`src/rtl/strobe_fir_pkg.sv`:
```
package strobe_fir_pkg;
  // Strobes from the sequencer to the datapath.
  typedef struct packed {
    logic shift;  // take a new sample into the delay line
    logic mac;    // accumulate the product of the selected tap
    logic clr;    // first tap of a pass: replace the accumulator
    logic load;   // register the rounded result and flag it valid
  } fir_ctrl_t;
endpackage

```
`src/rtl/fir_rate_div.sv`:
```
module fir_rate_div #(
  parameter int CNT_W   = 8,
  parameter int MIN_DIV = 8
) (
  input  logic             clk,
  input  logic             rst,
  input  logic [CNT_W-1:0] divVal,
  output logic             strobe
);
  localparam logic [CNT_W-1:0] FLOOR = CNT_W'(MIN_DIV);

  logic [CNT_W-1:0] cnt;
  logic [CNT_W-1:0] curDiv;
  logic [CNT_W-1:0] safeDiv;

  assign safeDiv = (divVal < FLOOR) ? FLOOR : divVal;
  assign strobe  = (cnt == curDiv - 1'b1);

  // The divide value is sampled only at a wrap (or in reset).
  always_ff @(posedge clk) begin
    if (rst) begin
      cnt    <= '0;
      curDiv <= safeDiv;
    end else if (strobe) begin
      cnt    <= '0;
      curDiv <= safeDiv;
    end else begin
      cnt    <= cnt + 1'b1;
    end
  end

  // the strobe never lasts two cycles
  p_strobe_single_r1: assert property (@(posedge clk) disable iff (rst)
    strobe |=> !strobe);

  // the active divide never drops below the floor
  p_div_floor_r2: assert property (@(posedge clk) disable iff (rst)
    curDiv >= FLOOR);

  // the active divide changes only across a wrap
  p_div_wrap_r3: assert property (@(posedge clk) disable iff (rst)
    !strobe |=> $stable(curDiv));
endmodule

```
`src/rtl/fir_seq.sv`:
```
module fir_seq
  import strobe_fir_pkg::*;
#(
  parameter int NUM_TAPS = 4,
  localparam int IDX_W = (NUM_TAPS > 1) ? $clog2(NUM_TAPS) : 1
) (
  input  logic             clk,
  input  logic             rst,
  input  logic             strobe,
  input  logic             inValid,
  output fir_ctrl_t        ctrl,
  output logic [IDX_W-1:0] tapIdx
);
  localparam logic [IDX_W-1:0] LAST = IDX_W'(NUM_TAPS - 1);

  logic accept;
  logic busy;
  logic loadPend;
  logic lastTap;

  assign accept  = strobe & inValid;
  assign lastTap = (tapIdx == LAST);

  assign ctrl.shift = accept;
  assign ctrl.mac   = busy;
  assign ctrl.clr   = busy && (tapIdx == '0);
  assign ctrl.load  = loadPend;

  always_ff @(posedge clk) begin
    if (rst) begin
      busy     <= 1'b0;
      tapIdx   <= '0;
      loadPend <= 1'b0;
    end else begin
      loadPend <= busy && lastTap;
      if (accept) begin
        busy   <= 1'b1;
        tapIdx <= '0;
      end else if (busy) begin
        if (lastTap) busy <= 1'b0;
        else         tapIdx <= tapIdx + 1'b1;
      end
    end
  end

  // a new sample never lands while earlier taps are still pending
  p_budget_r10: assert property (@(posedge clk) disable iff (rst)
    accept |-> (!busy || lastTap));
endmodule

```
`src/rtl/fir_dp.sv`:
```
module fir_dp
  import strobe_fir_pkg::*;
#(
  parameter int DATA_W   = 8,
  parameter int COEF_W   = 8,
  parameter int OUT_W    = 10,
  parameter int NUM_TAPS = 4,
  parameter int SHIFT    = 4,
  parameter logic [NUM_TAPS*COEF_W-1:0] COEFS = 32'h03FB1140,
  localparam int IDX_W = (NUM_TAPS > 1) ? $clog2(NUM_TAPS) : 1
) (
  input  logic                     clk,
  input  logic                     rst,
  input  fir_ctrl_t                ctrl,
  input  logic [IDX_W-1:0]         tapIdx,
  input  logic signed [DATA_W-1:0] inData,
  output logic signed [OUT_W-1:0]  outData,
  output logic                     outValid
);
  localparam int PROD_W = DATA_W + COEF_W;
  localparam int ACC_W  = PROD_W + IDX_W + 1;
  localparam logic signed [ACC_W:0] HALF    = (ACC_W+1)'(1 << (SHIFT - 1));
  localparam logic signed [ACC_W:0] OUT_MAX = (ACC_W+1)'((1 << (OUT_W - 1)) - 1);
  localparam logic signed [ACC_W:0] OUT_MIN = -OUT_MAX - 1;

  logic signed [DATA_W-1:0] line    [NUM_TAPS];
  logic signed [COEF_W-1:0] coefArr [NUM_TAPS];

  for (genvar k = 0; k < NUM_TAPS; k++) begin : g_coef
    assign coefArr[k] = COEFS[k*COEF_W +: COEF_W];
  end

  // Delay line: one step per accepted sample, tap 0 newest.
  always_ff @(posedge clk) begin
    if (rst) begin
      for (int k = 0; k < NUM_TAPS; k++) line[k] <= '0;
    end else if (ctrl.shift) begin
      line[0] <= inData;
      for (int k = 1; k < NUM_TAPS; k++) line[k] <= line[k-1];
    end
  end

  logic signed [DATA_W-1:0] tapSel;
  logic signed [COEF_W-1:0] coefSel;
  logic signed [PROD_W-1:0] prod;
  logic signed [ACC_W-1:0]  prodExt;
  logic signed [ACC_W-1:0]  acc;

  assign tapSel  = line[tapIdx];
  assign coefSel = coefArr[tapIdx];
  assign prod    = PROD_W'(tapSel) * PROD_W'(coefSel);
  assign prodExt = ACC_W'(prod);

  always_ff @(posedge clk) begin
    if (rst)           acc <= '0;
    else if (ctrl.mac) acc <= ctrl.clr ? prodExt : acc + prodExt;
  end

  logic signed [ACC_W:0]   rnd;
  logic signed [ACC_W:0]   shifted;
  logic signed [OUT_W-1:0] satVal;

  always_comb begin
    rnd     = (ACC_W+1)'(acc) + HALF;
    shifted = rnd >>> SHIFT;
    if (shifted > OUT_MAX)      satVal = OUT_MAX[OUT_W-1:0];
    else if (shifted < OUT_MIN) satVal = OUT_MIN[OUT_W-1:0];
    else                        satVal = shifted[OUT_W-1:0];
  end

  always_ff @(posedge clk) begin
    if (rst) begin
      outData  <= '0;
      outValid <= 1'b0;
    end else begin
      outValid <= ctrl.load;
      if (ctrl.load) outData <= satVal;
    end
  end

  // output valid is a single-cycle pulse
  p_valid_pulse_r8: assert property (@(posedge clk) disable iff (rst)
    outValid |=> !outValid);

  // output data holds between pulses
  p_out_hold_r8: assert property (@(posedge clk) disable iff (rst)
    (!outValid && !$past(rst)) |-> $stable(outData));

  // the MAC only runs with the delay line frozen except at its final tap
  p_mac_frozen_r5: assert property (@(posedge clk) disable iff (rst)
    (ctrl.mac && ctrl.shift) |-> (tapIdx == IDX_W'(NUM_TAPS - 1)));
endmodule

```
`src/rtl/strobe_fir.sv`:
```
module strobe_fir
  import strobe_fir_pkg::*;
#(
  parameter int DATA_W   = 8,
  parameter int COEF_W   = 8,
  parameter int OUT_W    = 10,
  parameter int NUM_TAPS = 4,
  parameter int SHIFT    = 4,
  parameter int CNT_W    = 8,
  parameter int MIN_DIV  = 8,
  parameter logic [NUM_TAPS*COEF_W-1:0] COEFS = 32'h03FB1140
) (
  input  logic                     clk,
  input  logic                     rst,
  input  logic [CNT_W-1:0]         divVal,
  input  logic signed [DATA_W-1:0] inData,
  input  logic                     inValid,
  output logic                     sampleStrobe,
  output logic signed [OUT_W-1:0]  outData,
  output logic                     outValid
);
  localparam int IDX_W = (NUM_TAPS > 1) ? $clog2(NUM_TAPS) : 1;

  fir_ctrl_t        ctrl;
  logic [IDX_W-1:0] tapIdx;

  fir_rate_div #(.CNT_W(CNT_W), .MIN_DIV(MIN_DIV)) u_div (
    .clk(clk), .rst(rst), .divVal(divVal), .strobe(sampleStrobe)
  );

  fir_seq #(.NUM_TAPS(NUM_TAPS)) u_seq (
    .clk(clk), .rst(rst), .strobe(sampleStrobe), .inValid(inValid),
    .ctrl(ctrl), .tapIdx(tapIdx)
  );

  fir_dp #(
    .DATA_W(DATA_W), .COEF_W(COEF_W), .OUT_W(OUT_W),
    .NUM_TAPS(NUM_TAPS), .SHIFT(SHIFT), .COEFS(COEFS)
  ) u_dp (
    .clk(clk), .rst(rst), .ctrl(ctrl), .tapIdx(tapIdx), .inData(inData),
    .outData(outData), .outValid(outValid)
  );
endmodule

```
`config.mk`:
```
export PLATFORM = sky130hd
export DESIGN_NAME = strobe_fir
export DESIGN_NICKNAME = d
export VERILOG_FILES = /design/src/rtl/strobe_fir_pkg.sv /design/src/rtl/fir_rate_div.sv /design/src/rtl/fir_seq.sv /design/src/rtl/fir_dp.sv /design/src/rtl/strobe_fir.sv
export SDC_FILE = /design/constraint.sdc
export NUM_CORES = 1
export LEC_CHECK = 0
export ABC_AREA = 1
export ABC_CLOCK_PERIOD_IN_PS = 9800
export BUFFER_PORTS_ARGS = -buffer_cell sky130_fd_sc_hd__buf_2
export CAP_MARGIN = 20
export CORE_ASPECT_RATIO = 0.5
export CORE_MARGIN = 2
export CORE_UTILIZATION = 57
export DETAILED_ROUTE_END_ITERATION = 7
export PLACE_DENSITY_LB_ADDON = 0.08
export SKIP_LAST_GASP = 1
export SLEW_MARGIN = 20
export SYNTH_ARGS = -nofsm -noshare
export SYNTH_HDL_FRONTEND = slang
export SYNTH_SLANG_ARGS = --single-unit
```
`constraint.sdc`:
```
create_clock -name clk -period 9.8 [get_ports clk]
set_input_delay 0.49 -clock clk [delete_from_list [all_inputs] [get_ports clk]]
set_output_delay 0.49 -clock clk [all_outputs]
set_load 0.02 [all_outputs]
```
# After elaboration in Yosys (flattened, before gate mapping)
# Memories as Yosys holds them, arrays and structs flattened. A register that Yosys moved wholly into a read port is not among the register bits.
# Cells that the tools add are included.
classes:
  multipliers: 1
  mux: 23
  reduce_logical: 7
  order_cmp: 4
  bitwise_logic: 7
  eq_ne: 2
  addsub: 5
op_table:
  columns: ["op", "count"]
  rows:
  - ["$mux W8", 9]
  - ["$add A19 B5 Y20 const B", 1]
  - ["$mux W10", 2]
  - ["$add A19 B16 Y19", 1]
  - ["$mux W19", 1]
  - ["$bmux W8 S2", 1]
  - ["$gt A16 B10 Y1 const B", 1]
  - ["$lt A16 B10 Y1 const B", 1]
  - ["$mul A8 B8 Y16", 1]
  - ["$add A8 B1 Y8 const B", 1]
  - ["$eq A8 B8 Y1", 1]
  - ["$lt A8 B4 Y1 const B", 1]
  - ["$mux W1", 8]
  - ["$sub A8 B1 Y8 const B", 1]
  - ["$mux W2", 2]
  - ["$or A1 B1 Y1", 4]
  - ["$reduce_or A2 Y1", 2]
  - ["$ge A3 B3 Y1 const B", 1]
  - ["$not A2 Y3", 1]
  - ["$add A2 B1 Y2 const B", 1]
  - ["$eq A2 B2 Y1 const B", 1]
  - ["$logic_and A1 B1 Y1", 2]
  - ["$logic_not A2 Y1", 1]
  - ["$reduce_and A2 Y1", 1]
  - ["other kinds (3)", 3]
totals:
  register_bits: 50
  input_bits: 19
  memories: 1
  out_inout_bits: 12
  ram_bits: 32
memory_table:
  columns: ["name", "words", "width", "rd", "rd_ports_with_merged_regs", "wr", "line", "source"]
  rows:
  - ["u_dp.line", 4, 8, 4, 1, 4, "fir_dp.sv:26", "logic signed [DATA_W-1:0] line [NUM_TAPS];"]

# Depth between registers and ports, before layout
# Gate-level depths: netlist (run 1).
logic_depth:
  depth_word: 7
  depth_mapped: 39

# Cells and area by module
# From an unflattened synthesis (run 1), not the netlist that was laid out.
unflattened:
  hier_cells: 1033
  hier_area_um2: 7504.7
by_module_without_submodules:
  columns: ["mod", "cells_per_inst", "area_each_um2", "seq_area_each_um2", "n_inst"]
  rows:
  - ["fir_dp", 873, 6341.1, 1561.5, 1]
  - ["fir_rate_div", 129, 945.9, 400.4, 1]
  - ["fir_seq", 31, 217.7, 80.1, 1]

# Least setup slack after synthesis (run 1)
# No wires, ideal clock.
synth_timing:
  path_kind: "register -> register"
  from: "register u_seq.tapIdx[1]"
  to: "register u_dp.acc[18]"
  setup_time_ps: 109
  arrival_ps: 5709
  required_ps: 9691
  path_buffers: 1
  synth_period_minus_slack_ps: 5818
  path_stages_with_launch: 34
  slack_ps: 3982
  path_cell_list: "dfxtp_1 clkinv_1 ha_1 clkbuf_1 nor2_1 nor2_1 fa_1 fa_1 fa_1 inv_1 fa_1 inv_1 ha_1 nand2_1 nand2_1 nand2_1 nand2_1 inv_1 nand2_1 nand3_1 nand2_1 nand2_1 and2_1 ha_1 a21oi_1 a21oi_1 nor2_1 nand2_1 nand2_1 nand3_1 nand2_1 nand3_1 nand2_1 inv_1"
synth_between:
  elab_chain_cells: 7
synth_lines:
  columns: ["item", "line", "source"]
  rows:
  - ["start, declared", "fir_seq.sv:12", "output logic [IDX_W-1:0] tapIdx"]
  - ["start signal, assigned", "fir_seq.sv:41", "else tapIdx <= tapIdx + 1'b1;"]
  - ["$not A2 Y3 (not written as such)", "fir_dp.sv:50", "assign coefSel = coefArr[tapIdx];"]
  - ["$bmux W8 S2", "fir_dp.sv:50", null]
  - ["$mux W8 (not written as such) (2 in series)", "fir_dp.sv:50", null]
  - ["$mul A8 B8 Y16", "fir_dp.sv:51", "assign prod = PROD_W'(tapSel) * PROD_W'(coefSel);"]
  - ["$add A19 B16 Y19", "fir_dp.sv:56", "else if (ctrl.mac) acc <= ctrl.clr ? prodExt : acc + prodExt;"]
  - ["$mux W19 *", "fir_dp.sv:56", null]
  - ["end signal, assigned", "fir_dp.sv:56", null]
  - ["end, declared", "fir_dp.sv:47", "logic signed [ACC_W-1:0] acc;"]
# Every way passes the cells marked *; elsewhere a longest branch is shown, timed or not. The select of a mux whose other input is x is not followed.
# A chain may end at the register's enable or synchronous reset.

# Worst setup path in the final report (run 1)
layout_timing:
  from: "register u_seq.tapIdx[1]"
  to: "register u_dp.acc[16]"
# The elaborated chain is that of the path after synthesis.

==> metrics.txt, run 1 <==
status finished, final reports clean; Setup Fix Bufs, Post-CTS 0; critical path's slowest cell fa_1; main flop type after synthesis dfxtp_1; GP Congestion just under 0.9; CP endpoint kind flop; Slew Viols, Final 0; Seq/Total Area, Yosys 0.281; root buf cell clkbuf_16; Sum Neg Setup Slack 0 ns; multi-input logic area roughly 4500 um^2; worst setup margin 3.12 ns; CTS tree built; synth warn 0; GRT Residual Overflow 0; Avg Inst Size Synth between 7 and 8 um^2; CP Max Fanout 13; maximum vdd drop 107 uV; first-pass GRT wire length approximately 27 mm; Synth cell types 35; Design Area, Final 7970 um^2; die span in y 84.6 um; Vias per Instance 5.03; Core ar. between 10000 and 15000 um^2; Max-Slew Margin vs Limit 0.441; post-detail-place hpwl about 12 mm; FF-to-FF path depth 28; post-CTS sizing 0; CP arrival 6.89 ns; Least-Margin Pin Slew approximately 0.84 ns; startpoint types flop; dpl cells between 1k and 1.5k; pwr dens around 100 nW/um^2; clk sinks 84; Hold Crit Depth 1; FILL cells ~1.2k; vias in the first global route 5887; die area roughly 14000 um^2; syn_nets between 1k and 1.5k; number of synthesized flops with an enable pin 40; ANT nets after route 0; nets around 1.1k; initial antenna violation count 0; ant diodes 0; IO Count 31; Finished Core Util 0.629; cell area after synthesis approximately 7400 um^2; Post-CTS Hold Buffers 0; layout cells sized above 1 0.0904; Initial Util 0.584; Worst Hold Class input port to flop; Async S/R FF share, synth 0; final hold vios 0; DR iter-0 viols approximately 340; router iterations before antenna repair 5; P_leak between 3 and 4 nW; RSZ-0062 raised after global routing no; Largest stage delay, worst path ~0.56 ns; Setup-failing EPs final 0; register area roughly 2100 um^2; area grow syn2layout 7.73%; H-tree lvl count 3; Die W 165 um; critical path class flop to flop; Yosys reg bits 84; Total GRT Usage 0.239; post-layout min period roughly 6.7 ns; Placement Cell Area around 7700 um^2; pre-CTS setup slack approximately 3.2 ns; Setup Skew around 0.013 ns; Final Cycle Share 0.681; fmax 150 MHz; maxcap violations 0; Max Buffers Root-to-Sink 2; DRC viols 0; port bufs 30; Routed WL about 15 mm; data required time of the worst path between 10 and 15 ns; area leader, netlist edfxtp_1; Clock Pin Slew Worst Setup and Hold Paths roughly 0.070 ns; post-synthesis instance total roughly 1000; Clock Latency Late Sink 0.35 ns; Layout Cells excl Fill about 1.2k; via count 5978; Routed WL per cell 13.0 um; dominant cells by area after synthesis edfxtp_1 16%, dfxtp_1 12%, fa_1 12%; largest net degree at the start of global routing 36; total CTS buffers 9; post-synth top area share 0.162; cell row count 29
synthesized netlist by cell type, types with 2 or more instances:
library cell	count
a21oi_1	65
a31oi_1	9
a32oi_1	3
and2_1	3
buf_2	2
buf_6	3
clkbuf_1	15
clkinv_1	2
dfxtp_1	44
edfxtp_1	40
fa_1	44
ha_1	63
inv_1	192
nand2_1	210
nand2_2	3
nand3_1	47
nand3b_1	4
nand4_1	8
nor2_1	105
nor2_2	34
nor3_1	7
o21a_1	2
o21ai_0	37
or2_2	3
xnor2_1	9
xor2_1	27
power by group:
group          switching [W]   total, W  internal, W
sequential        0.00000480   0.000380     0.000375
combinational      0.0000470  0.0000726    0.0000256
clock               0.000162   0.000353     0.000191
cells by family (layout without fill, tap and decap cells):
group                    after synthesis  count (layout)  share of synthesized area
buffers and inverters                215             243                      0.112
AND/OR/NAND/NOR                      427             427                      0.248
XOR/XNOR                              37              37                     0.0448
adder cells (fa/ha/maj)              107             107                      0.226
flip-flops                            84              84                      0.281
AO/OA/AOI/OAI                        120             120                     0.0876
routing by layer:
layer	routed length (um)	share of wire	global-route usage	vias up
li1	-	-	-	3139
met1	7390	0.48	0.319	2681
met2	7100	0.46	0.414	142
met3	780	0.051	0.0425	16
met4	144	0.0093	0.0419	0
met5	0	0	0	-
cells in the final DEF (no fill, tap or decap), types with 2 or more instances in the layout:
master     count
clkinv_1       2
nand3_1       47
ha_1          63
a21oi_1       65
or2_2          3
inv_6          2
fa_1          44
buf_4          2
nand2_1      210
inv_1        192
nor2_1       105
buf_2         30
a32oi_1        3
nor3_1         7
o21ai_0       37
nor2_2        34
edfxtp_1      40
xor2_1        27
nand2_2        3
xnor2_1        9
and2_1         3
clkbuf_16     10
o21a_1         2
nand4_1        8
nand3b_1       4
a31oi_1        9
dfxtp_1       44
layout make-up:
type	instances	area share
multi-input cells	691	0.563
repair buffers	32	0.0207
clock buffers	11	0.0319
inverters	195	0.0918
clock inverters	5	0.00502
well taps	170	0.0267
flip-flops and latches	84	0.261
worst paths after layout:
kind / start / to / slack (ns)
min reg2reg: u_dp.outData[9] / u_dp.outData[9] / 0.46
max reg2reg: u_seq.tapIdx[1] / u_dp.acc[16] / 3.12
max: u_seq.tapIdx[1] / u_dp.acc[16] / 3.12
min: divVal[5] / u_div.curDiv[5] / 0.33
per-stage QoR:
| step | total power [W] | hold WS, ns |
|---|---|---|
| 6_report | 0.000805 | 0.333 |
| 5_1_grt | 0.000839 | 0.331 |
| 4_1_cts | 0.000811 | 0.325 |
| 3_5_place_dp | 0.000460 | 0.459 |
| 3_3_place_gp | 0.000458 | 0.455 |
| 2_1_floorplan | 0.000442 | 0.436 |
flip-flops by register name (all words and copies together) (netlist names), named ones only:
register	cells
u_seq.loadPend	1
u_dp.line	32
u_seq.tapIdx	2
u_div.curDiv	8
u_div.cnt	8
u_seq.busy	1
u_dp.outValid	1
u_dp.acc	19
u_dp.outData	10
worst max-delay path: cells and delay by family (launching register included):
kind	cells	cell delay [ns]
adder cells (fa/ha/maj)	7	3.27
AO/OA/AOI/OAI	3	0.63
AND/OR/NAND/NOR	15	1.77
buffers and inverters	3	0.42
flip-flops	1	0.46
No activity file was read; power rests on OpenSTA's default activity.
==> run 2: changes to the inputs <==
ABC_CLOCK_PERIOD_IN_PS = 6000   (was 9800)
clock period = 6 ns   (was 9.8 ns; I/O delays follow)
==> run 2 against run 1 <==
Fmax increased by 17%. Critical path depth unchanged. Register-to-register slack worse by 2.8 ns. Sequential share of layout area fell by 1.5 points. Cell count is 1.8% higher. Power increased by 68%. Wire length rose by 4.2%. Global-route usage is 0.27 points lower. Core utilization is 4.1 points higher. Critical endpoint is now u_dp.acc[15].
==> metrics.txt, run 2 (same netlist as run 1, synthesis figures left out) <==
Slew Viols, Final 0; port bufs 30; commonest non-fill, non-tap cell in the layout nand2_1; layout cells sized above 1 0.168; Final Cycle Share 0.950; max FFs per register 32; data required time of the worst path around 6.3 ns; Design Area, Final ~8500 um^2; H-tree lvl count 3; dpl cells 1184; Routed WL 16.1 mm; Max-Slew Margin vs Limit 0.502; Clock Pin Slew Worst Setup and Hold Paths 0.07 ns; grt met3 use 0.0425; nets roughly 1.2k; Max Buffers Root-to-Sink 2; via count 6136; pre-CTS setup slack 0.0137 ns; startpoint types flop; biggest regs u_dp.line (32), u_dp.acc (19), u_dp.outData (10); GR peak layer met2; Layout Cells excl Fill roughly 1.2k; die span in y between 80 and 90 um; CP top delay family adder cells; status finished, final reports clean; Finished Core Util 0.670; final hold vios 0; Core ar. around 13000 um^2; post-layout min period 5.70 ns; cell row count 29; router iterations before antenna repair 5; critical path class flop to flop; DR iter-0 viols ~280; worst path bufs/invs 7; area grow syn2layout 14.7%; clk sinks 84; first-pass GRT wire length between 20 and 30 mm; ANT nets after route 0; Clock Latency Late Sink between 0.3 and 0.4 ns; Setup-failing EPs final 0; maximum vdd drop 118 uV; GRT Residual Overflow 0; Initial Util 0.584; CP Max Fanout 6; P_leak 4.05 nW; Least-Margin Pin Slew 0.745 ns; ant diodes 0; IO Count 31; Die W approximately 170 um; worst setup margin between 0.3 and 0.4 ns; Setup Skew approximately 0.012 ns; CP endpoint kind flop; largest net degree at the start of global routing 36; Vias per Instance ~5; vias in the first global route ~5.7k; M1 GR Usage 0.312; multi-input logic area roughly 4800 um^2; Placement Cell Area about 8000 um^2; total CTS buffers 9; Total GRT Usage 0.237; Worst Hold Class input port to flop; Largest stage delay, worst path about 0.56 ns; post-detail-place hpwl 11.9 mm; die area 14000 um^2; GP Congestion around 0.91; DRC viols 0; grt met2 use 0.416; most frequent cells in the layout 201 x nand2_1, 185 x inv_1, 92 x nor2_1; register area between 2000 and 2500 um^2; fmax ~180 MHz; CP arrival around 6 ns; initial antenna violation count 0; FILL cells approximately 1.1k; critical path's slowest cell fa_1; CP dominant cell by count inv_1; CTS tree built; pwr dens 159 nW/um^2; Top reg by flops u_dp.line; Routed WL per cell 13.3 um; Post-CTS Hold Buffers 0; root buf cell clkbuf_16; maxcap violations 0
## run 2: power breakdown
part | internal, W | total [W] | switching [W] | leakage, nW
Combinational | 0.0000527 | 0.000137 | 0.0000845 | 3.14
Clock | 0.000329 | 0.000596 | 0.000267 | 0.148
Sequential | 0.000611 | 0.000619 | 0.00000802 | 0.766
Total | 0.000993 | 0.00135 | 0.000359 | 4.05
## run 2: path summary, 6_finish.rpt
path                                 startpoint              end  slack (ns)  cells after the start
worst max register to register  u_seq.tapIdx[0]     u_dp.acc[15]        0.30                     28
worst max-delay path            u_seq.tapIdx[0]     u_dp.acc[15]        0.30                     28
worst min register to register  u_dp.outData[9]  u_dp.outData[9]        0.46                      2
worst min-delay path                  divVal[4]  u_div.curDiv[4]        0.14                      1
## run 2: worst reg2reg max path: cells and delay by family, from the launching register on
family / cells / cell delay (ns)
DFF: 1 / 0.34
xor gates and xnor gates: 1 / 0.15
AOI/OAI and AO/OA: 6 / 0.86
buffers and inverters: 7 / 0.59
and+or+nand+nor: 7 / 0.79
adders and majority gates: 7 / 2.91
## run 2: layout make-up
type / count / area share
repair buffers: 52 / 0.0407
clock buffers: 9 / 0.0265
flip-flops and latches: 84 / 0.246
repair inverters: 1 / 0.000885
inverters: 195 / 0.0873
clock inverters: 7 / 0.00944
multi-input cells: 691 / 0.564
well taps: 170 / 0.0251
## run 2: metal layers
metal  wire (um)  vias up
li1            -     3191
met4          97        0
met2        7850      115
met5           0        -
met1        7400     2818
met3         719       12
## run 2: metrics by stage
stage	hold WS, ns	total power (W)	TNS, ns
6_report	0.140	0.00135	0
3_3_place_gp	0.457	0.000752	0
5_1_grt	0.131	0.00141	-0.0681
2_1_floorplan	0.436	0.000722	0
3_5_place_dp	0.456	0.000756	0
4_1_cts	0.134	0.00135	0
## run 2: timing repair
| item | CTS | global route |
|---|---|---|
| gates resized for setup | 2 | 78 |
| gates cloned | 0 | 2 |
| pin swaps | 0 | 15 |
| endpoints found under the setup margin | 1 | 10 |
| buffers inserted | 0 | 7 |
